`src/rtl/pcipar_pkg.sv`:
```
package pcipar_pkg;

  typedef enum logic [1:0] {
    PH_NONE = 2'd0,
    PH_ADDR = 2'd1,
    PH_DATA = 2'd2
  } phase_kind_e;

  // one phase waiting for its PAR sample
  typedef struct packed {
    phase_kind_e kind;
    logic        parity;
  } phase_rec_t;

  typedef struct packed {
    logic addr_err;
    logic data_err;
  } par_err_t;

endpackage

```
`src/rtl/pcipar_parity.sv`:
```
module pcipar_parity #(
  parameter int AD_W = 32,
  parameter int BE_W = 4
) (
  input  logic [AD_W-1:0] ad,
  input  logic [BE_W-1:0] cbe_n,
  output logic            parity
);
  localparam int LANE_W = AD_W / BE_W;

  logic [BE_W-1:0] lane_par;

  // each byte lane folds its own enable bit in, then lanes combine
  for (genvar g = 0; g < BE_W; g++) begin : g_lane
    assign lane_par[g] = (^ad[g*LANE_W +: LANE_W]) ^ cbe_n[g];
  end

  assign parity = ^lane_par;

endmodule

```
`src/rtl/pcipar_phase_capture.sv`:
```
module pcipar_phase_capture
  import pcipar_pkg::*;
(
  input  logic       clk,
  input  logic       rst_n,
  input  logic       frame_n,
  input  logic       irdy_n,
  input  logic       trdy_n,
  input  logic       selected,
  input  logic       parity_in,
  output phase_rec_t rec
);
  logic frame_q;
  logic addr_phase;
  logic data_phase;

  assign addr_phase = !frame_n && frame_q;
  assign data_phase = !irdy_n && !trdy_n && selected;

  always_ff @(posedge clk or negedge rst_n) begin
    if (!rst_n) begin
      frame_q    <= 1'b1;
      rec.kind   <= PH_NONE;
      rec.parity <= 1'b0;
    end else begin
      frame_q    <= frame_n;
      rec.parity <= parity_in;
      if (addr_phase)      rec.kind <= PH_ADDR;
      else if (data_phase) rec.kind <= PH_DATA;
      else                 rec.kind <= PH_NONE;
    end
  end

endmodule

```
`src/rtl/pcipar_parity_compare.sv`:
```
module pcipar_parity_compare
  import pcipar_pkg::*;
(
  input  phase_rec_t rec,
  input  logic       bus_par,
  output par_err_t   err
);
  logic mismatch;

  assign mismatch     = bus_par ^ rec.parity;
  assign err.addr_err = mismatch && (rec.kind == PH_ADDR);
  assign err.data_err = mismatch && (rec.kind == PH_DATA);

endmodule

```
`src/rtl/pcipar_status_report.sv`:
```
module pcipar_status_report
  import pcipar_pkg::*;
(
  input  logic       clk,
  input  logic       rst_n,
  input  par_err_t   err,
  input  logic       per_en,
  input  logic       serr_en,
  input  logic       wr,
  input  logic       wr_be,
  input  logic [1:0] wr_data,
  output logic       perr_n,
  output logic       perr_oe,
  output logic       serr_n,
  output logic       serr_oe,
  output logic       det,
  output logic       sig,
  output logic       seen
);
  logic drive_perr;
  logic drive_serr;
  logic clr_det;
  logic clr_sig;

  assign drive_perr = err.data_err && per_en;
  assign drive_serr = err.addr_err && per_en && serr_en;
  assign clr_det    = wr && wr_be && wr_data[1];
  assign clr_sig    = wr && wr_be && wr_data[0];

  always_ff @(posedge clk or negedge rst_n) begin
    if (!rst_n) begin
      perr_n  <= 1'b1;
      perr_oe <= 1'b0;
      serr_n  <= 1'b1;
      serr_oe <= 1'b0;
      det     <= 1'b0;
      sig     <= 1'b0;
      seen    <= 1'b0;
    end else begin
      perr_n  <= !drive_perr;
      // sustained pin: keep driving one clock high after a low clock
      perr_oe <= drive_perr || !perr_n;
      serr_n  <= !drive_serr;
      serr_oe <= drive_serr;
      if (err.addr_err || err.data_err) det <= 1'b1;
      else if (clr_det)                 det <= 1'b0;
      if (drive_serr)   sig <= 1'b1;
      else if (clr_sig) sig <= 1'b0;
      if (err.addr_err || err.data_err) seen <= 1'b1;
    end
  end

endmodule

```
`src/rtl/pcipar_err_reporter.sv`:
```
module pcipar_err_reporter
  import pcipar_pkg::*;
#(
  parameter int AD_W = 32,
  parameter int BE_W = 4
) (
  input  logic            clk,
  input  logic            rst_n,
  input  logic [AD_W-1:0] bus_ad,
  input  logic [BE_W-1:0] bus_cbe_n,
  input  logic            bus_par,
  input  logic            bus_frame_n,
  input  logic            bus_irdy_n,
  input  logic            bus_trdy_n,
  input  logic            dev_selected,
  input  logic            cmd_parity_resp,
  input  logic            cmd_syserr_en,
  input  logic            stat_wr,
  input  logic            stat_wr_be,
  input  logic [1:0]      stat_wr_data,
  output logic            perr_n_o,
  output logic            perr_oe_o,
  output logic            serr_n_o,
  output logic            serr_oe_o,
  output logic            stat_parity_det,
  output logic            stat_syserr_sig,
  output logic            parity_err_seen
);
  logic       phase_parity;
  phase_rec_t rec;
  par_err_t   err;

  pcipar_parity #(.AD_W(AD_W), .BE_W(BE_W)) u_parity (
    .ad     (bus_ad),
    .cbe_n  (bus_cbe_n),
    .parity (phase_parity)
  );

  pcipar_phase_capture u_capture (
    .clk       (clk),
    .rst_n     (rst_n),
    .frame_n   (bus_frame_n),
    .irdy_n    (bus_irdy_n),
    .trdy_n    (bus_trdy_n),
    .selected  (dev_selected),
    .parity_in (phase_parity),
    .rec       (rec)
  );

  pcipar_parity_compare u_compare (
    .rec     (rec),
    .bus_par (bus_par),
    .err     (err)
  );

  pcipar_status_report u_report (
    .clk     (clk),
    .rst_n   (rst_n),
    .err     (err),
    .per_en  (cmd_parity_resp),
    .serr_en (cmd_syserr_en),
    .wr      (stat_wr),
    .wr_be   (stat_wr_be),
    .wr_data (stat_wr_data),
    .perr_n  (perr_n_o),
    .perr_oe (perr_oe_o),
    .serr_n  (serr_n_o),
    .serr_oe (serr_oe_o),
    .det     (stat_parity_det),
    .sig     (stat_syserr_sig),
    .seen    (parity_err_seen)
  );

endmodule

```
`config.mk`:
```
export PLATFORM = sky130hd
export DESIGN_NAME = pcipar_err_reporter
export DESIGN_NICKNAME = d
export VERILOG_FILES = /design/src/rtl/pcipar_pkg.sv /design/src/rtl/pcipar_parity.sv /design/src/rtl/pcipar_phase_capture.sv /design/src/rtl/pcipar_parity_compare.sv /design/src/rtl/pcipar_status_report.sv /design/src/rtl/pcipar_err_reporter.sv
export SDC_FILE = /design/constraint.sdc
export NUM_CORES = 1
export LEC_CHECK = 0
export BUFFER_PORTS_ARGS = -buffer_cell sky130_fd_sc_hd__buf_2
export CORE_MARGIN = 8
export CORE_UTILIZATION = 34
export DETAILED_ROUTE_END_ITERATION = 6
export PLACE_DENSITY = 0.78
export SLEW_MARGIN = 20
export SYNTH_ARGS = -nofsm -noshare
export SYNTH_HDL_FRONTEND = slang
export SYNTH_SLANG_ARGS = --single-unit
```
`constraint.sdc`:
```
create_clock -name clk -period 1.6 [get_ports clk]
set_input_delay 0.16 -clock clk [delete_from_list [all_inputs] [get_ports clk]]
set_output_delay 0.16 -clock clk [all_outputs]
set_load 0.005 [all_outputs]
```
==> impl_results.md <==
* DR vias/cell at 4.23
* Syn Area/Cell at 11.0 um2
* PD cells at just under 900 nW/um2
* Final Max Tran Viols at 0
* Die area at approximately 3700 um2
* Final ANT Viol Nets at 0
* Total negative slack at 0 ns
* Top Ports at 56
* Ys Warns at 0
* Worst min-delay path category: input port to flip-flop
* Sequential group share of total power at 37.3%
* Final Hold Fails at 0
* DP Area at 991 um2
* Depth of the worst register-to-register path at 3
* Final hold slack at approximately 0.055 ns
* Clock network power share at 19.4%
* Vias in the first global route at 685
* Sw Pwr at 0.255 mW
* Initial Utilization at 35.5%
* Routability Congestion at between 0.6 and 0.7
* CTS clk-pin slew, worst paths at 0.07 ns
* Nets@finish at 173
* Max_slew headroom at 82.4%
* Worst Path Max Fanout at 1
* Seq cells post-synth at 11
* Ys async rst share at 100%
* TritonCTS clock tree: done
* Slew of the pin with the lowest slew margin at between 0.2 and 0.3 ns
* Gr ovfl total at 0
* Busiest grt layer: met2
* Port bufs at 55
* Die Ht at 60.8 um
* Synth cell types at 13
* Clock root buffer: clkbuf_4
* Final antenna diode count at 0
* First-pass GRT wire length at 2700 um
* CP Class: input port to flip-flop
* Layout area overhead at 52.1%
* Startpoint types: input port
* Status: complete, no violations
* Initial DRC count at 6
* Worst path arrival time at 1.31 ns
* Max Cap Viol at 0
* Die W at slightly above 60 um
* Final Util at 54.0%
* Final Critical Period at 1.16 ns
* Leakage at 0.514 nW
* WP data required at 1.75 ns
* Largest buffer count on any clock path at 2
* Clk_lat worst skew at ~0.26 ns
* Combinational share of power at between 40% and 50%
* Fmax at about 860 MHz
* Initial antenna violation count at 0
* Element type at the critical path end: flip-flop
* Syn Nets at around 110
* Row count at 16
* RSZ-0062 raised after global routing: false
* TritonCTS Buffers at 3
* Final setup viols at 0
* Remaining DRCs at 0
* P_int at roughly 0.67 mW
* Post-synth EDFFs at 0
* Largest vdd supply drop at 0.000432 V
* # clock sinks at 11
* Wirelength per Cell at between 10 and 15 um
* Synth Instances at 62
* Layout cells sized above 1 at 49.6%
* Post-synth top flop: dfrtp_1
* Cells on Worst Hold Path at 2
* Post-CTS sizing at 0
* Met3 Track Usage GR at 5.08%
* Largest net degree at the start of global routing at 12
* Sw Ratio at roughly 28%
* CTS H-tree lvls at 1
* Routed WL at 1680 um
* Met2 Track Usage GR at 17.9%
* Fin area at 1040 um2
* DR vias at 634
* Total GRT Usage at 9.73%
* Core area at 1920 um2
* Seq/Total Area, Yosys at 40.9%
* GR Util met1 at about 8.3%
* Fin Clk Skew at 0.00569 ns
* Period utilization at 72.4%
* Cell Area, Synth at 682 um2
* 1st-pass router iterations at 2
## path summary, 6_finish.rpt
path	start	slack, ns	to
min in group asynchronous	rst_n	0.28	u_report.det
worst min-delay path	bus_trdy_n	0.06	u_capture.rec[2]
worst max register to register	u_capture.rec[2]	0.67	u_report.seen
max in group asynchronous	rst_n	1.06	u_capture.frame_q
worst min register to register	u_report.perr_n	0.44	u_report.perr_oe
worst max-delay path	bus_ad[25]	0.44	u_capture.rec[0]
## metal layers
layer / vias to the layer above / part of all wire, %
met4: 0 / 0
met1: 277 / 33
met2: 36 / 53
met3: 0 / 14
li1: 321 / -
met5: - / 0
## cell usage after synthesis (3+ instances only)
| library cell | instances | share of area, % |
|---|---|---|
| xor2_1 | 5 | 6.4 |
| nand3_1 | 3 | 2.2 |
| dfstp_2 | 3 | 12 |
| nand2_1 | 5 | 2.8 |
| xnor2_1 | 29 | 37 |
| nor2b_1 | 3 | 2.8 |
| dfrtp_1 | 8 | 29 |
## power groups by stage
stage               sequential, mW  clock (mW)  combinational [mW]
finish                       0.343       0.179               0.398
global route                 0.350       0.202               0.444
CTS                          0.343       0.190               0.409
detailed placement           0.348           0               0.405
global placement             0.346           0               0.391
floorplan                    0.349           0               0.275
## layout by cell type (no fill, tap or decap), types with 2 or more instances in the layout
master	count
dfrtp_1	8
clkbuf_4	3
buf_2	55
nor2b_1	3
nand2_1	5
xnor2_1	29
nand3_1	3
xor2_1	5
dlygate4sd3_1	2
dfstp_2	3
## stage by stage
| stage | worst slack [ns] | instances | power [mW] |
|---|---|---|---|
| global route | 0.369 | 150 | 0.995 |
| detailed placement | 0.158 | 144 | 0.753 |
| global placement | 0.192 | 144 | 0.736 |
| CTS | 0.439 | 149 | 0.942 |
| finish | 0.441 | 150 | 0.920 |
| floorplan | 0.332 | 62 | 0.625 |
## timing repair
item                                   4_1_cts  5_1_grt
hold buffers                                 1        1
endpoints found under the hold margin       11        1
buffers inserted                             0        0
## cells by family (layout without fill, tap and decap cells)
family          count (synthesis)  count (layout)  share of synthesized area, %
compound gates                  1               1                         0.733
buf+inv                         1              62                         0.550
simple gates                   14              14                          10.8
xor+xnor                       35              35                          47.0
flops                          11              11                          40.9
## critical path, cell delays in order
cell	delay [ns]
buf_2	0.11
xor2_1	0.16
xnor2_1	0.18
xnor2_1	0.14
xnor3_1	0.42
xnor2_1	0.13
## state kept, by name (all words and copies together) (netlist names)
name and cells:
u_report.seen 1, u_capture.frame_q 1, u_report.sig 1, u_capture.rec 3, u_report.serr_oe 1, u_report.perr_oe 1, u_report.perr_n 1, u_report.serr_n 1
u_report.det 1
## cell type report
cell class,instances,area [um2]
multi-input cells,50,399
fillers,197,885
inverters,1,3.75
clock buffers,4,26.3
repair buffers,57,295
flip-flops and latches,11,279
well taps,27,33.8
Note: power is estimated with default switching activity, not from simulation.
